File: src/rtl/spi_hs_pkg.sv
`timescale 1ns/1ps
package spi_hs_pkg;
  localparam int unsigned FRAME_BITS_DEF = 32;
  localparam int unsigned SYNC_STAGES    = 2;
  // lanes of the synchronizer bank
  typedef enum int unsigned {
    LANE_SCK = 0,
    LANE_SDI = 1,
    LANE_SEL = 2,
    LANE_CNT = 3
  } lane_e;
endpackage

File: src/rtl/spi_hs_sync.sv
`timescale 1ns/1ps
module spi_hs_sync #(
  parameter int unsigned W      = 3,
  parameter int unsigned STAGES = 2
) (
  input  logic         clk,
  input  logic         rst_n,
  input  logic [W-1:0] async_in,
  output logic [W-1:0] lvl,
  output logic [W-1:0] rise,
  output logic [W-1:0] fall
);
  for (genvar g = 0; g < W; g++) begin : g_lane
    logic [STAGES-1:0] chain;
    logic              last;
    always_ff @(posedge clk or negedge rst_n) begin
      if (!rst_n) begin
        chain <= '0;
        last  <= 1'b0;
      end else begin
        chain <= {chain[STAGES-2:0], async_in[g]};
        last  <= chain[STAGES-1];
      end
    end
    assign lvl[g]  = chain[STAGES-1];
    assign rise[g] = chain[STAGES-1] & ~last;
    assign fall[g] = ~chain[STAGES-1] & last;
  end
endmodule

File: src/rtl/spi_hs_frame.sv
`timescale 1ns/1ps
module spi_hs_frame #(
  parameter int unsigned BITS = 32
) (
  input  logic            clk,
  input  logic            rst_n,
  input  logic            sel_lvl,
  input  logic            sel_rise,
  input  logic            sel_fall,
  input  logic            sck_rise,
  input  logic            sdi_lvl,
  input  logic [BITS-1:0] tx_word,
  output logic            busy,
  output logic            tx_bit,
  output logic            done,
  output logic [BITS-1:0] rx_word
);
  localparam int unsigned CW = $clog2(BITS + 1);
  localparam logic [CW-1:0] LAST = CW'(BITS);

  logic [BITS-1:0] tx_sr;
  logic [BITS-1:0] rx_sr;
  logic [CW-1:0]   cnt;
  logic            over;

  always_ff @(posedge clk or negedge rst_n) begin
    if (!rst_n) begin
      busy  <= 1'b0;
      tx_sr <= '0;
      rx_sr <= '0;
      cnt   <= '0;
      over  <= 1'b0;
      done  <= 1'b0;
    end else begin
      done <= 1'b0;
      if (sel_fall) begin
        busy <= 1'b0;
        if (busy && cnt == LAST && !over) done <= 1'b1;
      end else if (sel_rise) begin
        busy  <= 1'b1;
        tx_sr <= tx_word;
        cnt   <= '0;
        over  <= 1'b0;
      end else if (busy && sck_rise) begin
        rx_sr <= {rx_sr[BITS-2:0], sdi_lvl};
        tx_sr <= {tx_sr[BITS-2:0], 1'b0};
        if (cnt == LAST) over <= 1'b1;
        else             cnt  <= cnt + 1'b1;
      end
    end
  end

  assign tx_bit  = busy & tx_sr[BITS-1];
  assign rx_word = rx_sr;

  // a low select leaves the pad released on the next clock
  a_r2_release_on_low: assert property (@(posedge clk) disable iff (!rst_n)
    !sel_lvl |=> !busy);
  // bit counter never passes the frame length
  a_r8_count_bound: assert property (@(posedge clk) disable iff (!rst_n)
    cnt <= LAST);
  // completion is a single-cycle pulse
  a_r6_single_pulse: assert property (@(posedge clk) disable iff (!rst_n)
    done |=> !done);
  // while idle, serial clock edges leave the counter alone
  a_r11_idle_quiet: assert property (@(posedge clk) disable iff (!rst_n)
    (!busy && !sel_rise) |=> $stable(cnt));
endmodule

File: src/rtl/spi_hs_rxhold.sv
`timescale 1ns/1ps
module spi_hs_rxhold #(
  parameter int unsigned BITS = 32
) (
  input  logic            clk,
  input  logic            rst_n,
  input  logic            in_pulse,
  input  logic [BITS-1:0] in_word,
  output logic            out_valid,
  output logic [BITS-1:0] out_word,
  input  logic            out_ready
);
  always_ff @(posedge clk or negedge rst_n) begin
    if (!rst_n) begin
      out_valid <= 1'b0;
      out_word  <= '0;
    end else if (in_pulse && (!out_valid || out_ready)) begin
      out_valid <= 1'b1;
      out_word  <= in_word;
    end else if (out_ready) begin
      out_valid <= 1'b0;
    end
  end

  // a waiting word holds until taken
  a_r9_hold_until_taken: assert property (@(posedge clk) disable iff (!rst_n)
    (out_valid && !out_ready) |=> (out_valid && $stable(out_word)));
  // a taken word leaves when nothing new arrives
  a_r9_drop_after_take: assert property (@(posedge clk) disable iff (!rst_n)
    (out_valid && out_ready && !in_pulse) |=> !out_valid);
  // a new frame against a full slot leaves the slot unchanged
  a_r10_full_slot_keeps: assert property (@(posedge clk) disable iff (!rst_n)
    (in_pulse && out_valid && !out_ready) |=> $stable(out_word));
endmodule

File: src/rtl/spi_hs_slave.sv
`timescale 1ns/1ps
module spi_hs_slave
  import spi_hs_pkg::*;
#(
  parameter int unsigned FRAME_BITS = FRAME_BITS_DEF
) (
  input  logic                  clk,
  input  logic                  rst_n,
  input  logic                  sck_in,
  input  logic                  sdi_in,
  input  logic                  sel_in,
  output logic                  sdo_out,
  output logic                  sdo_oe,
  input  logic [FRAME_BITS-1:0] tx_data,
  output logic [FRAME_BITS-1:0] rx_data,
  output logic                  rx_valid,
  input  logic                  rx_ready
);
  localparam int unsigned NL = LANE_CNT;

  logic [NL-1:0] raw, lvl, rise, fall;
  logic          done;
  logic [FRAME_BITS-1:0] rx_word;

  assign raw[LANE_SCK] = sck_in;
  assign raw[LANE_SDI] = sdi_in;
  assign raw[LANE_SEL] = sel_in;

  spi_hs_sync #(.W(NL), .STAGES(SYNC_STAGES)) u_sync (
    .clk(clk), .rst_n(rst_n), .async_in(raw),
    .lvl(lvl), .rise(rise), .fall(fall)
  );

  spi_hs_frame #(.BITS(FRAME_BITS)) u_frame (
    .clk(clk), .rst_n(rst_n),
    .sel_lvl(lvl[LANE_SEL]), .sel_rise(rise[LANE_SEL]), .sel_fall(fall[LANE_SEL]),
    .sck_rise(rise[LANE_SCK]), .sdi_lvl(lvl[LANE_SDI]),
    .tx_word(tx_data), .busy(sdo_oe), .tx_bit(sdo_out),
    .done(done), .rx_word(rx_word)
  );

  spi_hs_rxhold #(.BITS(FRAME_BITS)) u_hold (
    .clk(clk), .rst_n(rst_n), .in_pulse(done), .in_word(rx_word),
    .out_valid(rx_valid), .out_word(rx_data), .out_ready(rx_ready)
  );
endmodule

File: config.mk
export PLATFORM = sky130hd
export DESIGN_NAME = spi_hs_slave
export DESIGN_NICKNAME = d
export VERILOG_FILES = /design/src/rtl/spi_hs_pkg.sv /design/src/rtl/spi_hs_sync.sv /design/src/rtl/spi_hs_frame.sv /design/src/rtl/spi_hs_rxhold.sv /design/src/rtl/spi_hs_slave.sv
export SDC_FILE = /design/constraint.sdc
export NUM_CORES = 1
export LEC_CHECK = 0
export CORE_UTILIZATION = 35
export CTS_CLUSTER_DIAMETER = 50
export DETAILED_ROUTE_END_ITERATION = 10
export PLACE_DENSITY = 0.62
export SETUP_SLACK_MARGIN = 0.02
export SLEW_MARGIN = 20
export SYNTH_ARGS = -nofsm -noshare
export SYNTH_HDL_FRONTEND = slang
export SYNTH_SLANG_ARGS = --single-unit
File: constraint.sdc
create_clock -name clk -period 1.9 [get_ports clk]
set_input_delay 0.38 -clock clk [delete_from_list [all_inputs] [get_ports clk]]
set_output_delay 0.38 -clock clk [all_outputs]
set_load 0.05 [all_outputs]
==> results.toml, run 1 <==
[critical_path]
required_ps = 1520
slowest_stage = "dlygate4sd2_1"
cp_data_arrival_time_ps = 1300
crit_path_cell_trace = "dlygate4sd2_1"
path_class = "reg -> out"
crit_family = "buffers and inverters"
setup.worst_path.end_class = "output port"
max_stage_delay_ps = 540
crit_fanout = 2
cp-start-kind = "flip-flop"
worstPathBufferInverterCount = 1

[min_path]
hp-class = "reg -> reg"

[final_layout]
drive_gt1_share_pct = 25.9
final_common_cell = "dfrtp_1"
final_area_um2 = 6140
areaGrowthSynthToFinish_pct = 33.4
diodes = 0
fin_nets = 469
fin_cells = 612
final_cell_mix = "dfrtp_1 (114), mux2_2 (64), nand2_1 (39)"
fillers = 1202

[outcome]
status = "finished, final reports clean"

[clock_network]
cts_buffers = 17
clock_sinks = 114
clock-root-buffer = "clkbuf_16"
cts_tree = "built"
clockBufferDepth = 2
h-tree-depth = 4
clk_pin_slew_worst_paths_ps = 50
insertion_delay_ps = 400
post_cts_buffers = 0

[timing]
drv_slew = 0
worst_slack_ps = 219
rsz0062_at_grt = "false"
fin_crit_ps = 1680
fmax_ghz = 0.595
fin_skew_ps = 6.88
slew_headroom_pct = 66.8
tns_ps = 0
hold_viol = 0
worstMarginPinSlew_ps = 499
finalCritPeriodShare_pct = 88.5
setup_viol = 0

[drt]
firstDrtPassIters = 4
antenna_left = 0
met2_length_mm = 3.92
drc = 0
dr_wl_met3_um = 314
vias = 2879
topRoutingLayerUsed = "met4"
viasPerCell = 4.70
routedWlPerCell_um = 13.1
wl_met1_mm = 3.64
routed_wirelength_mm = 8.00
initialDrtViolationCount = 120

[synthesis]
synth_area_leaders = "dfrtp_1 (62%), mux2_2 (16%), mux2i_1 (6.7%)"
synth_area_leader_cell = "dfrtp_1"
yosysWarnings = 0
async_flop_share_pct = 100
synth_area_um2 = 4600
synth_edf_count = 0
ys.flop_type = "dfrtp_1"
avgSynthCellArea_um2 = 13.4
ys_ff_latch = 114
synth_top_area_share_pct = 62.0
syn_nets = 386
netlist_instances = 344
yosysUniqueCellTypes = 28
ys_seq_area_share_pct = 62.0

[grt]
grt_pass1_vias = 2932
grt_pass1_wl_mm = 13.8
groute.usage.overall_pct = 13.5
grt_max_degree = 38
antenna_found_initial = 0
grt-ovfl-total = 0

[floorplan]
rows = 41
boundaryPins = 73
start_util_pct = 36.2
die_width_um = 117
dieHeight_um = 117
dieArea_um2 = 13600
coreArea_um2 = 12700

[job]
cap_violations = 0

[pwr]
p_total_w = 0.00691
max-vdd-ir-drop_mv = 0.564
power_density_nw_per_um2 = 1130
p_leak_nw = 3.01

[placed_design]
dpl_cell_area_um2 = 5540
place_inst = 579
pre_cts_ws_ps = 155
place_hpwl_mm = 5.37
portBuffers = 72
place.gp.congestion = 0.762
==> what timing repair did <==
action                                  CTS  global route
resized for setup                        29             0
endpoints found under the setup margin   29             0
hold buffers                              1             0
hold endpoints to repair                 29             0
==> layer usage <==
layer / global-route usage [%] / up-vias
li1: - / 1377
met5: 0 / -
met1: 16.3 / 1435
met2: 21.7 / 58
met4: 6.24 / 0
met3: 4.77 / 9
==> through the flow <==
stage / hold slack [ps] / util, %
final: 354 / 48.3
after global routing: 371 / 48.3
after CTS: 357 / 48.3
after detailed placement: 336 / 43.6
after global placement: 333 / 43.6
after floorplan: 84.4 / -
==> layout make-up <==
class,instances,area (µm²),area share [%]
multi-input combinational,206,1620,26.4
sequential,114,2850,46.5
inverter,6,22.5,0.367
tap,172,215,3.50
clock buffer,21,470,7.66
timing repair buffer,82,807,13.1
clock inverter,11,153,2.49
==> power breakdown <==
part | leakage, nW | total [W] | internal [W] | switching (W)
logic | 1.21 | 0.000690 | 0.000348 | 0.000343
clock network | 0.296 | 0.00329 | 0.00217 | 0.00111
registers | 1.51 | 0.00293 | 0.00273 | 0.000198
total | 3.01 | 0.00691 | 0.00525 | 0.00165
==> flip-flops by register name, indices dropped and copies added, names as in the netlist, 2 cells and up <==
signal	count
u_sync.g_lane.last	2
u_hold.out_word	32
u_frame.rx_word	32
u_frame.tx_sr	32
u_sync.g_lane.chain	6
u_frame.cnt	6
==> cells by family (layout without fill, tap and decap cells) <==
| group | Yosys count | after routing | synth area share, % |
|---|---|---|---|
| AOI/OAI and AO/OA | 43 | 43 | 5.27 |
| adders and majority gates | 4 | 4 | 1.09 |
| buffers and inverters | 24 | 120 | 2.91 |
| DFF | 114 | 114 | 62.0 |
| muxes | 95 | 95 | 22.4 |
| and+or+nand+nor | 64 | 64 | 6.39 |
==> worst paths after layout <==
check / slack, ps / cells after the start / end / from
setup / recovery: 220 / 1 / rx_data[29] / u_hold.out_word[29]
hold / removal: 350 / 0 / u_sync.g_lane[1].chain[1] / u_sync.g_lane[1].chain[0]
setup reg to reg: 290 / 4 / u_frame.tx_sr[2] / u_frame.busy
hold reg to reg: 350 / 0 / u_sync.g_lane[1].chain[1] / u_sync.g_lane[1].chain[0]
max in group asynchronous: 810 / 3 / u_frame.tx_sr[23] / rst_n
min in group asynchronous: 470 / 2 / u_hold.out_word[16] / rst_n
==> cell usage after synthesis (all sizes together), types with 2 or more instances <==
cell / instances
a21oi: 2
a311o: 2
and2: 4
buf: 16
clkbuf: 2
dfrtp: 114
ha: 4
inv: 6
mux2: 64
mux2i: 31
nand2: 39
nand2b: 2
nand3: 8
nand4: 2
nor2: 2
nor4: 2
o21ai: 36
(Power assumes the default switching activity.)
==> run 2: changes to the inputs <==
- CTS_CLUSTER_SIZE: unset -> 8
==> results of run 2 <==
No change in the layout: final DEF, timing and power equal those of run 1.
